--- config.mk ---
export PLATFORM = sky130hd
export DESIGN_NAME = sdata_lock_detect
export DESIGN_NICKNAME = d
export VERILOG_FILES = /design/src/rtl/lockdet_pkg.sv /design/src/rtl/lockdet_runlen.sv /design/src/rtl/lockdet_freq.sv /design/src/rtl/lockdet_fsm.sv /design/src/rtl/sdata_lock_detect.sv
export SDC_FILE = /design/constraint.sdc
export NUM_CORES = 1
export LEC_CHECK = 0
export BUFFER_PORTS_ARGS = -buffer_cell sky130_fd_sc_hd__buf_2
export CAP_MARGIN = 25
export CORE_AREA = 2 2 144 76
export CTS_CLUSTER_DIAMETER = 120
export DETAILED_ROUTE_END_ITERATION = 6
export DIE_AREA = 0 0 146 78
export GPL_TIMING_DRIVEN = 0
export PLACE_DENSITY_LB_ADDON = 0.3
export SYNTH_ARGS = -nofsm -noshare
export SYNTH_HDL_FRONTEND = slang
export SYNTH_SLANG_ARGS = --single-unit
export TNS_END_PERCENT = 20
--- constraint.sdc ---
create_clock -name clk -period 3.62 [get_ports clk]
set_input_delay 0 -clock clk [delete_from_list [all_inputs] [get_ports clk]]
set_output_delay 0 -clock clk [all_outputs]
set_load 0.1 [all_outputs]
--- src/rtl/lockdet_pkg.sv ---
package lockdet_pkg;

  typedef enum logic [0:0] {
    LD_HUNT   = 1'b0,
    LD_LOCKED = 1'b1
  } ld_state_e;

  // Allowed count deviation for a nominal count and a ppm threshold.
  function automatic logic [63:0] tol_of(input logic [63:0] nominal,
                                         input logic [63:0] ppm);
    tol_of = (nominal * ppm) / 64'd1_000_000;
  endfunction

endpackage

--- src/rtl/lockdet_runlen.sv ---
module lockdet_runlen #(
  parameter  int unsigned RUN_LIMIT = 80,
  localparam int unsigned CW        = $clog2(RUN_LIMIT + 2)
) (
  input  logic          clk,
  input  logic          rst_n,
  input  logic          bit_i,
  input  logic          bit_vld_i,
  output logic          run_bad_o,
  output logic [CW-1:0] run_len_o
);

  localparam logic [CW-1:0] SAT   = CW'(RUN_LIMIT + 1);
  localparam logic [CW-1:0] LIMIT = CW'(RUN_LIMIT);

  logic          prev_q;
  logic          seen_q;
  logic [CW-1:0] len_q;

  always_ff @(posedge clk or negedge rst_n) begin
    if (!rst_n) begin
      prev_q <= 1'b0;
      seen_q <= 1'b0;
      len_q  <= '0;
    end else if (bit_vld_i) begin
      prev_q <= bit_i;
      seen_q <= 1'b1;
      if (!seen_q || (bit_i != prev_q)) begin
        len_q <= CW'(1);
      end else if (len_q != SAT) begin
        len_q <= len_q + CW'(1);
      end
    end
  end

  assign run_bad_o = (len_q > LIMIT);
  assign run_len_o = len_q;

endmodule

--- src/rtl/lockdet_freq.sv ---
module lockdet_freq
  import lockdet_pkg::*;
#(
  parameter  int unsigned WIN_LOG2  = 4,
  parameter  int unsigned RATIO     = 8,
  parameter  int unsigned PPM_W     = 20,
  localparam int unsigned WIN_TICKS = 1 << WIN_LOG2,
  localparam int unsigned NOMINAL   = RATIO * WIN_TICKS,
  localparam int unsigned CNT_MAX   = 2 * NOMINAL + 1,
  localparam int unsigned CW        = $clog2(CNT_MAX + 1)
) (
  input  logic             clk,
  input  logic             rst_n,
  input  logic             bit_vld_i,
  input  logic             ref_tick_i,
  input  logic [PPM_W-1:0] ppm_i,
  output logic             done_o,
  output logic             ok_o
);

  localparam logic [CW-1:0] NOM_C = CW'(NOMINAL);
  localparam logic [CW-1:0] MAX_C = CW'(CNT_MAX);

  logic [WIN_LOG2-1:0] tick_q;
  logic [CW-1:0]       cnt_q;
  logic [CW-1:0]       cnt_inc;
  logic [CW-1:0]       dev;
  logic [63:0]         tol;
  logic                win_end;

  // Count including the bit of the current cycle, saturating at the cap.
  always_comb begin
    cnt_inc = cnt_q;
    if (bit_vld_i && (cnt_q != MAX_C)) cnt_inc = cnt_q + CW'(1);
  end

  assign dev     = (cnt_inc >= NOM_C) ? (cnt_inc - NOM_C) : (NOM_C - cnt_inc);
  assign tol     = tol_of(64'(NOMINAL), 64'(ppm_i));
  assign win_end = ref_tick_i && (tick_q == {WIN_LOG2{1'b1}});

  always_ff @(posedge clk or negedge rst_n) begin
    if (!rst_n) begin
      tick_q <= '0;
      cnt_q  <= '0;
      done_o <= 1'b0;
      ok_o   <= 1'b0;
    end else begin
      if (ref_tick_i) tick_q <= tick_q + 1'b1;
      if (win_end) begin
        cnt_q  <= '0;
        done_o <= 1'b1;
        ok_o   <= (64'(dev) <= tol);
      end else begin
        cnt_q  <= cnt_inc;
        done_o <= 1'b0;
      end
    end
  end

endmodule

--- src/rtl/lockdet_fsm.sv ---
module lockdet_fsm
  import lockdet_pkg::*;
(
  input  logic clk,
  input  logic rst_n,
  input  logic run_bad_i,
  input  logic los_i,
  input  logic win_done_i,
  input  logic win_ok_i,
  output logic locked_o
);

  ld_state_e state_q, state_d;
  logic      taint_q;
  logic      fault;

  assign fault = run_bad_i || los_i;

  always_comb begin
    state_d = state_q;
    unique case (state_q)
      LD_HUNT: begin
        if (win_done_i && win_ok_i && !taint_q && !fault) state_d = LD_LOCKED;
      end
      LD_LOCKED: begin
        if (fault || (win_done_i && !win_ok_i)) state_d = LD_HUNT;
      end
      default: state_d = LD_HUNT;
    endcase
  end

  // taint_q remembers any fault seen since the last window close.
  always_ff @(posedge clk or negedge rst_n) begin
    if (!rst_n) begin
      state_q <= LD_HUNT;
      taint_q <= 1'b0;
    end else begin
      state_q <= state_d;
      if (win_done_i)  taint_q <= fault;
      else if (fault)  taint_q <= 1'b1;
    end
  end

  assign locked_o = (state_q == LD_LOCKED);

endmodule

--- src/rtl/sdata_lock_detect.sv ---
module sdata_lock_detect #(
  parameter  int unsigned RUN_LIMIT = 80,
  parameter  int unsigned WIN_LOG2  = 4,
  parameter  int unsigned RATIO     = 8,
  parameter  int unsigned PPM_W     = 20,
  localparam int unsigned RL_W      = $clog2(RUN_LIMIT + 2)
) (
  input  logic             clk,
  input  logic             rst_n,
  input  logic             rbit_i,
  input  logic             rbit_vld_i,
  input  logic             ref_tick_i,
  input  logic             los_i,
  input  logic [PPM_W-1:0] ppm_i,
  output logic             lock_o,
  output logic             ref_sel_o
);

  logic            run_bad;
  logic [RL_W-1:0] run_len;
  logic            win_done;
  logic            win_ok;
  logic            locked;

  lockdet_runlen #(.RUN_LIMIT(RUN_LIMIT)) u_runlen (
    .clk       (clk),
    .rst_n     (rst_n),
    .bit_i     (rbit_i),
    .bit_vld_i (rbit_vld_i),
    .run_bad_o (run_bad),
    .run_len_o (run_len)
  );

  lockdet_freq #(
    .WIN_LOG2 (WIN_LOG2),
    .RATIO    (RATIO),
    .PPM_W    (PPM_W)
  ) u_freq (
    .clk        (clk),
    .rst_n      (rst_n),
    .bit_vld_i  (rbit_vld_i),
    .ref_tick_i (ref_tick_i),
    .ppm_i      (ppm_i),
    .done_o     (win_done),
    .ok_o       (win_ok)
  );

  lockdet_fsm u_fsm (
    .clk        (clk),
    .rst_n      (rst_n),
    .run_bad_i  (run_bad),
    .los_i      (los_i),
    .win_done_i (win_done),
    .win_ok_i   (win_ok),
    .locked_o   (locked)
  );

  assign lock_o    = locked;
  assign ref_sel_o = ~locked;

endmodule

==> results of run 1 <==
-- worst max-delay path, delay by kind of cell --
family | cells | cell delay, ps
buffers and inverters | 7 | 1000
adders and majority gates | 3 | 670
AOI/OAI and AO/OA | 23 | 4190
and+or+nand+nor | 18 | 3910
-- power by group through the flow --
stage                     registers [W]  logic (W)  clock network [W]
after CTS                      0.000457    0.00244           0.000269
final                          0.000456    0.00264           0.000269
after global placement         0.000453    0.00223                  0
after global routing           0.000474    0.00290           0.000275
after floorplan                0.000441    0.00186                  0
after detailed placement       0.000460    0.00229                  0
-- metrics by stage --
stage / instances / area [um2] / TNS, ps / power (W) / setup slack [ps]
2_1_floorplan: 793 / 5890 / -5500 / 0.00230 / -5500
3_3_place_gp: 956 / 6180 / -6960 / 0.00268 / -6960
3_5_place_dp: 956 / 6180 / -7170 / 0.00275 / -7170
4_1_cts: 993 / 6690 / -5890 / 0.00317 / -5890
5_1_grt: 1012 / 7020 / -6500 / 0.00365 / -6500
6_report: 1012 / 7020 / -6070 / 0.00337 / -6070
-- what timing repair did --
item,CTS,global route
gates resized for setup,25,34
buffers inserted,29,19
gates cloned,0,1
hold buffers,4,0
endpoints found under the hold margin,29,0
endpoints found under the setup margin,1,1
pin swaps,19,23
-- worst max path at each step --
stage | slack, ps | depth (start not counted) | endpoint | from
after floorplan | -5500 | 50 | u_freq.ok_o | ppm_i[7]
after global placement | -6960 | 49 | u_freq.ok_o | ppm_i[11]
after detailed placement | -7170 | 49 | u_freq.ok_o | ppm_i[11]
after CTS | -5890 | 50 | u_freq.ok_o | ppm_i[11]
after global routing | -6500 | 52 | u_freq.ok_o | ppm_i[11]
final | -6070 | 51 | u_freq.ok_o | ppm_i[11]
-- cells in the final DEF, fill, tap and decap left out, drive strengths merged, types with 7 or more instances in the layout --
| cell | netlist | routed |
|---|---|---|
| xor2 | 20 | 20 |
| xnor2 | 42 | 42 |
| o211ai | 13 | 13 |
| ha | 19 | 19 |
| or2 | 10 | 10 |
| nand4 | 16 | 16 |
| nor3 | 29 | 29 |
| a31oi | 15 | 15 |
| buf | 5 | 77 |
| nor2 | 94 | 94 |
| nand3 | 36 | 36 |
| a2111oi | 7 | 7 |
| o31ai | 8 | 8 |
| nand2b | 7 | 7 |
| inv | 26 | 26 |
| and2 | 9 | 9 |
| a211oi | 12 | 12 |
| a21o | 13 | 13 |
| o21a | 10 | 10 |
| o22ai | 9 | 9 |
| mux2i | 7 | 7 |
| dfrtp | 26 | 26 |
| clkbuf | 18 | 21 |
| and3 | 11 | 11 |
| or3 | 12 | 12 |
| mux2 | 7 | 7 |
| o21ai | 61 | 61 |
| a21oi | 56 | 56 |
| nand2 | 73 | 73 |
| nor4 | 11 | 11 |
-- state kept, by name (all words and copies together), names as in the netlist --
name and cells:
u_freq.cnt_q 9, u_runlen.run_len_o 7, u_freq.tick_q 4, u_freq.done_o 1
u_freq.ok_o 1, u_fsm.locked_o 1, u_fsm.taint_q 1, u_runlen.prev_q 1
u_runlen.seen_q 1
-- per-layer routing --
layer | up-vias | global-route usage
met3 | 85 | 0.0241
met5 | - | 0
met2 | 336 | 0.519
met4 | 0 | 0.139
met1 | 3179 | 0.368
li1 | 3208 | -
-- synthesized netlist by cell type (7+ instances only) --
cell	instances
o21ai_0	56
xnor2_1	37
nand3_1	35
a21o_1	13
or2_2	9
nor2_1	92
xor2_1	20
or3_1	10
dfrtp_1	26
o21a_1	10
o31ai_1	7
nand2b_1	7
nor3_1	26
and3_1	11
o211ai_1	13
a31oi_1	15
o22ai_1	7
inv_1	23
a21oi_1	53
clkbuf_1	18
nand2_1	72
mux2i_1	7
and2_1	7
ha_1	19
a211oi_1	10
nand4_1	16
-- kinds of logic after synthesis --
family / Yosys count / synth area share
XOR/XNOR: 62 / 0.101
buffers and inverters: 50 / 0.0361
flip-flops: 26 / 0.113
adder cells (fa/ha/maj): 22 / 0.0465
AND/OR/NAND/NOR: 335 / 0.308
multiplexers: 14 / 0.0265
AO/OA/AOI/OAI: 284 / 0.369
-- final cells by class --
class	instances	area (um2)
clock buffer	4	88.8
fill	799	3000
buffer	22	123
tap	140	175
sequential	26	651
timing repair buffer	76	561
inverter	27	111
multi-input combinational	717	5310
==> run summary, run 1 <==
status -> finished with violations
violated checks -> setup timing
CTS tree -> yes
Post-Syn Instances -> 793
Slew HR -> 0.408
top cell type's share of synthesized area -> 0.113
core area -> 0.0100 mm2
synthesized area -> 0.00575 mm2
YS warnings -> 0
sequential share of the synthesized area -> 0.113
Int Pwr -> 0.00165 W
fin util -> 0.701
Pwr Density -> 479 mW/mm2
Reg2Reg Setup Slack -> -570 ps
r2r endpoint -> u_freq.ok_o
dominant cells by area after synthesis -> dfrtp_1 (11%), nor2_1 (6.0%), xnor2_1 (5.6%), o21ai_0 (4.9%), nand2_1 (4.7%)
clock power share -> 0.080
Synth Area per Inst -> 7.26 um2
sequential share of power -> 0.136
FMAX -> 103 MHz
final wirelength -> 17700 um
row cnt -> 26
CP Launch Type -> input port
vias per inst -> 6.73
first-pass GRT wire length -> 28600 um
GR Util All Layers -> 0.294
Congestion Overflow GR -> 0
first drt pass iteration count -> 6
WL met2 -> 8390 um
DRC errors left -> 0
Met1 Wirelength -> 7540 um
crit share post-route -> 2.68
Period minus WS final -> 9690 ps
Die Wd -> 146 um
diodes inserted -> 0
worst-skew pair later-pin latency -> 260 ps
drt first-iter violations -> 564
reg2reg path depth -> 21
Async S/R FF share, synth -> 1.00
drt wl/cell -> 17.5 um
leakage power -> 2.69 nW
Area Growth Syn to Fin -> 22.0%
Max clock buf depth -> 2
GPL Wtd Cong -> 0.928
r2r startpoint -> u_freq.cnt_q[1]
combinational share of power -> 0.785
die area -> 0.0114 mm2
Peak VDD IR -> 0.439 mV
#FFs+latches synth -> 26
largest net degree at the start of global routing -> 27
clk slew on worst S/H paths -> 60 ps
total number of vias -> 6808
Port Buffers -> 23
Hold WC Path Type -> in -> async
CTS sink count -> 26
CP max stage cell -> or4_4
die extent in y -> 78 um
CP max stage delay -> 530 ps
met3 WL -> 1030 um
final setup fails -> 1
initial antenna violation count -> 0
post-route setup slack -> -6070 ps
cell taking the most area after synthesis -> dfrtp_1
max layer used -> met4
Worst Tran Pin Value -> 876 ps
Sw Pwr -> 0.00171 W
CP Max Fanout -> 10
Crit Path Class -> in -> reg
WP data arrival -> 9830 ps
Worst EP required -> 3750 ps
Fin Hold WS -> 256 ps
post-route antenna net violation count -> 0
switching share of total power -> 0.509
post-detail-place hpwl -> 12600 um
Final Skew -> 3.39 ps
syn_nets -> 838
Max-cap violations -> 0
Worst setup EP type -> flip-flop
fin nets -> 918
htree depth -> 1
RSZ-0062 raised after global routing -> yes
share of cells above drive strength 1 -> 0.232
final slew viol count -> 0
CTS root buf -> clkbuf_16
IO Pins -> 28
CTS buffer count -> 3
number of library cell types mapped by synthesis -> 103
Fin. Hold Viols -> 0
initial core utilization -> 0.574
Main synth FF type -> dfrtp_1
number of flops mapped to enable cells by yosys -> 0
vias in the first global route -> 6199
Power figures use the tool's default switching activity.
==> inputs of run 2 (changes only) <==
BUFFER_PORTS_ARGS = not set   (was -buffer_cell sky130_fd_sc_hd__buf_2)
CORE_AREA = 2 2 142 75   (was 2 2 144 76)
DIE_AREA = 0 0 144 77   (was 0 0 146 78)
DONT_BUFFER_PORTS = 1   (was not set)
==> run 2 against run 1 <==
Compared with the run above: the flow still finishes with violations (setup timing); die area is 2.6% lower; total power is 4.1% higher; hold slack worse by 120 ps; global-route usage is 7.9 points higher; clock power hardly changed; maximum frequency is 1.8% lower; sequential share of layout area is 0.15 points higher; cell area is 1.6% lower; core utilization hardly changed.
==> run summary, run 2 (synthesis results as in run 1) <==
Levels on crit path -> 50
share of cells above drive strength 1 -> 0.210
post-route antenna net violation count -> 0
commonest non-fill, non-tap cell in the layout -> nor2_1
DRC errors left -> 0
diodes inserted -> 0
die extent in y -> 77 um
CTS root buf -> clkbuf_16
largest reg by FF count -> u_freq.cnt_q
Buf/Inv on CP -> 6
Area Growth Syn to Fin -> 20.0%
vias in the first global route -> 6459
Die Wd -> 144 um
row cnt -> 26
final wirelength -> 21000 um
CP Max Fanout -> 9
CTS sink count -> 26
core area -> 0.00986 mm2
Setup crit end -> u_freq.ok_o
r2r startpoint -> u_freq.cnt_q[1]
final slew viol count -> 0
CTS buffer count -> 3
worst-skew pair later-pin latency -> 260 ps
final setup fails -> 1
initial core utilization -> 0.584
vias per inst -> 7.28
Worst setup EP type -> flip-flop
CP max stage delay -> 570 ps
FMAX -> 101 MHz
Pwr Density -> 508 mW/mm2
crit share post-route -> 2.73
Hold WC Path Type -> in -> reg
status -> finished with violations
total number of vias -> 7152
clk slew on worst S/H paths -> 60 ps
htree depth -> 1
setup TNS -> -6250 ps
Max clock buf depth -> 2
CP Launch Type -> input port
first drt pass iteration count -> 6
r2r endpoint -> u_freq.ok_o
drt first-iter violations -> 981
GR Util All Layers -> 0.373
post-route setup slack -> -6250 ps
drt wl/cell -> 21.4 um
die area -> 0.0111 mm2
Period minus WS final -> 9870 ps
reg2reg path depth -> 21
initial antenna violation count -> 1
most frequent cells in the layout -> nor2_1 (90), nand2_1 (70), o21ai_0 (47), a21oi_1 (47), buf_4 (38)
IO Pins -> 28
CP delay by family, top -> compound AO/OA/AOI/OAI gates
violated checks -> setup timing
CTS tree -> yes
Fin Hold WS -> 137 ps
Fin. Hold Viols -> 0
Setup crit start -> ppm_i[7]
Worst EP required -> 3760 ps
leakage power -> 2.56 nW
Reg2Reg Setup Slack -> -790 ps
Max-cap violations -> 0
largest net degree at the start of global routing -> 27
first-pass GRT wire length -> 33300 um
Peak VDD IR -> 0.552 mV
WP data arrival -> 10010 ps
max FFs per register -> 9
most used cell, CP -> o21ai_1
Congestion Overflow GR -> 0
RSZ-0062 raised after global routing -> yes
Slew HR -> 0.365
Final Skew -> 3.11 ps
GPL Wtd Cong -> 1.03
Worst Tran Pin Value -> 952 ps
fin nets -> 889
Crit Path Class -> in -> reg
post-detail-place hpwl -> 15200 um
Port Buffers -> 0
CP max stage cell -> or4_4
## run 2: area by class of cell
cell class | instances | area [um2]
Buffer | 23 | 123
Clock buffer | 4 | 88.8
Fill cell | 775 | 2950
Inverter | 27 | 109
Multi-Input combinational cell | 717 | 5390
Sequential cell | 26 | 651
Tap cell | 140 | 175
Timing Repair Buffer | 46 | 367
## run 2: layer usage
layer	vias up	share of wire	GRT usage
met3	61	0.16	0.154
met1	3415	0.43	0.532
li1	3148	-	-
met4	2	0.017	0.0588
met5	-	0.00062	0
met2	526	0.40	0.531
## run 2: worst min path at each step
stage / from / end / slack, ps / cells after the start
after detailed placement: rst_n / u_runlen.prev_q / -290 / 0
after global routing: rbit_vld_i / u_freq.cnt_q[2] / 170 / 3
after floorplan: rst_n / u_freq.cnt_q[0] / -300 / 0
after CTS: rbit_vld_i / u_freq.cnt_q[2] / 130 / 3
final: rbit_vld_i / u_freq.cnt_q[2] / 140 / 3
after global placement: rst_n / u_runlen.prev_q / -290 / 0
## run 2: repair_timing
item                                   4_1_cts  5_1_grt
endpoints found under the hold margin       34        0
buffers inserted                            33        7
setup endpoints to repair                    1        1
gates resized for setup                     34       36
gates cloned                                 1        0
hold buffers                                 5        0
pin swaps                                   21       21
## run 2: report_power, final
part           leakage [nW]  switching, W  total, W  internal [W]
clock network        0.0442     0.0000972  0.000266      0.000169
logic                  2.19       0.00167   0.00278       0.00111
registers             0.327     0.0000858  0.000458      0.000372
total                  2.56       0.00185   0.00351       0.00165
## run 2: through the flow
step	util	total power (W)	instances	cell area (um2)	worst slack, ps
4_1_cts	0.677	0.00326	976	6670	-6120
3_3_place_gp	0.616	0.00270	933	6070	-7190
5_1_grt	0.701	0.00375	983	6910	-6540
3_5_place_dp	0.616	0.00282	933	6070	-7330
6_report	0.701	0.00351	983	6910	-6250
2_1_floorplan	-	0.00230	793	5890	-5500
## run 2: worst reg2reg max path, stage by stage, from the launching register on
cell      delay, ps
dfrtp_1         410
inv_1            80
ha_1            130
nor4bb_1        190
nand2_1         110
nand2_1         130
xor2_1          500
ha_1            310
nand4_1         120
or2_2           330
o21ai_0         500
mux2i_1         290
ha_1            270
nor2b_1         130
o21a_1          180
o21ai_1         110
nand2b_1         90
a21oi_2         130
o21ai_1          60
o21ai_1          80
nand2_1          80
o22ai_1         120
==> inputs of run 3 (changes only) <==
CELL_PAD_IN_SITES_DETAIL_PLACEMENT = 0   (was not set)
CELL_PAD_IN_SITES_GLOBAL_PLACEMENT = 1   (was not set)
CORE_AREA = 2 2 163 85   (was 2 2 142 75)
CTS_BUF_LIST = sky130_fd_sc_hd__clkbuf_2 sky130_fd_sc_hd__clkbuf_4 sky130_fd_sc_hd__clkbuf_8   (was not set)
DIE_AREA = 0 0 165 87   (was 0 0 144 77)
==> run 3 against run 2 <==
Compared with the run above: clock power shrank 32%; register-to-register slack lost 40 ps; sequential cell count is the same; maximum frequency is essentially flat; hold slack lost 7.8 ps; routed wire length shrank 1.5%; critical endpoint unchanged; via count shrank 4.6%; combinational power is essentially flat; the run still ends with setup timing left.
==> run summary, run 3 (synthesis results as in run 1) <==
RSZ-0062 raised after global routing -> yes
Area Growth Syn to Fin -> 22.4%
CTS buffer count -> 3
status -> finished with violations
CP Launch Type -> input port
CP max stage delay -> 570 ps
row cnt -> 30
Congestion Overflow GR -> 0
vias per inst -> 6.65
diodes inserted -> 0
clk slew on worst S/H paths -> 90 ps
Post-Layout Cell Count -> 1027
initial core utilization -> 0.439
worst-skew pair later-pin latency -> 260 ps
final wirelength -> 20700 um
Final Skew -> 9.42 ps
Buf/Inv on CP -> 3
die extent in y -> 87 um
IO Pins -> 28
CP Max Fanout -> 10
leakage power -> 2.62 nW
GPL Wtd Cong -> 0.947
# placed instances -> 969
first drt pass iteration count -> 5
largest reg by FF count -> u_freq.cnt_q
max FFs per register -> 9
crit share post-route -> 2.73
drt first-iter violations -> 828
Worst Tran Pin Value -> 923 ps
Reg area -> 651 um2
post-detail-place hpwl -> 15500 um
Max-cap violations -> 0
DRC errors left -> 0
share of cells above drive strength 1 -> 0.223
Crit Path Class -> in -> reg
Pwr Density -> 488 mW/mm2
initial antenna violation count -> 0
total number of vias -> 6825
Slew HR -> 0.376
final instance area -> 0.00704 mm2
commonest non-fill, non-tap cell in the layout -> nor2_1
vias in the first global route -> 6243
FMAX -> 101 MHz
first-pass GRT wire length -> 32900 um
CTS root buf -> clkbuf_8
GR Util All Layers -> 0.285
Fin Hold WS -> 129 ps
drt wl/cell -> 20.2 um
most frequent cells in the layout -> nor2_1 (91), nand2_1 (69), a21oi_1 (49), o21ai_0 (47), buf_4 (44)
htree depth -> 1
CTS sink count -> 26
Hold WC Path Type -> in -> reg
post-route antenna net violation count -> 0
Die Wd -> 165 um
final slew viol count -> 0
Power Total -> 0.00344 W
violated checks -> setup timing
WP data arrival -> 10020 ps
largest net degree at the start of global routing -> 27
CP delay by family, top -> compound AO/OA/AOI/OAI gates
multi-input logic area -> 0.00541 mm2
Post-DP Area -> 0.00611 mm2
Worst EP required -> 3770 ps
Peak VDD IR -> 0.466 mV
core area -> 0.0131 mm2
CP max stage cell -> o311ai_2
CTS tree -> yes
Fillers -> 1243
fin nets -> 897
Worst setup EP type -> flip-flop
Max clock buf depth -> 2
Port Buffers -> 0
Fin. Hold Viols -> 0
final setup fails -> 1
fin util -> 0.538
die area -> 0.0144 mm2
post-route setup slack -> -6250 ps
Period minus WS final -> 9870 ps
## run 3: cell types whose count changed in the layout (fill, tap and decap cells not counted), moves of 2 or more
cell       delta
clkbuf_8      +3
a311oi_2      +2
clkbuf_1      -2
xnor2_1       -3
buf_4         +6
clkbuf_16     -3
a21oi_1       +2
buf_12        +2
xnor2_2       +3
a311oi_1      -2
buf_6         +3
## run 3: report_power, final
group,switching (W),internal (W),total [W]
clock network,0.0000835,0.0000969,0.000180
registers,0.0000868,0.000371,0.000458
logic,0.00163,0.00117,0.00280
## run 3: area by class of cell
class | count | share of cell area
flip-flops and latches | 26 | 0.0924
plain buffers | 22 | 0.0183
repair buffers | 55 | 0.0663
inverters | 27 | 0.0158
multi-input cells | 717 | 0.768
clock buffers | 4 | 0.00782
well taps | 176 | 0.0313
## run 3: final timing paths
kind	start	to	slack, ps	cells past startpoint
max	ppm_i[7]	u_freq.ok_o	-6250	47
min	rbit_vld_i	u_freq.cnt_q[2]	130	3
max reg2reg	u_freq.cnt_q[3]	u_freq.ok_o	-830	19
min reg2reg	u_freq.tick_q[3]	u_freq.tick_q[3]	490	1
max in group asynchronous	rst_n	u_freq.cnt_q[5]	3310	2
min in group asynchronous	rst_n	u_runlen.prev_q	150	2
## run 3: worst register-to-register path, cell delays in order (launching register included)
cell and delay (ps):
dfrtp_1 450, nor4_1 430, nand2_1 120, nand2_1 150, xor2_1 500, ha_1 300, nand4_1 110, or2_2 310
o21ai_0 470, mux2i_1 260, ha_1 260, nor2b_2 160, o21a_1 180, o21ai_2 130, nand2b_1 80, a21oi_2 120
o21ai_1 80, o21ai_1 100, nand2_1 70, o22ai_1 110
## run 3: metrics by stage
step | TNS [ps] | worst slack, ps
6_report | -6250 | -6250
5_1_grt | -6580 | -6580
4_1_cts | -6270 | -6270
3_5_place_dp | -7440 | -7440
3_3_place_gp | -7200 | -7200
2_1_floorplan | -5500 | -5500
## run 3: what timing repair did
item                                    in CTS  in global routing
setup buffers                               31                 19
pin swaps                                   23                 35
gates resized for setup                     25                 57
gates cloned                                 1                  0
hold endpoints to repair                    34                  0
hold buffers                                 5                  0
endpoints found under the setup margin       1                  1
## run 3: routing by layer
metal,up-vias,track usage,part of all wire
li1,3175,-,-
met1,3279,0.453,0.49
met2,346,0.382,0.38
met3,25,0.0776,0.12
met4,0,0.0300,0.0072
met5,-,0,0
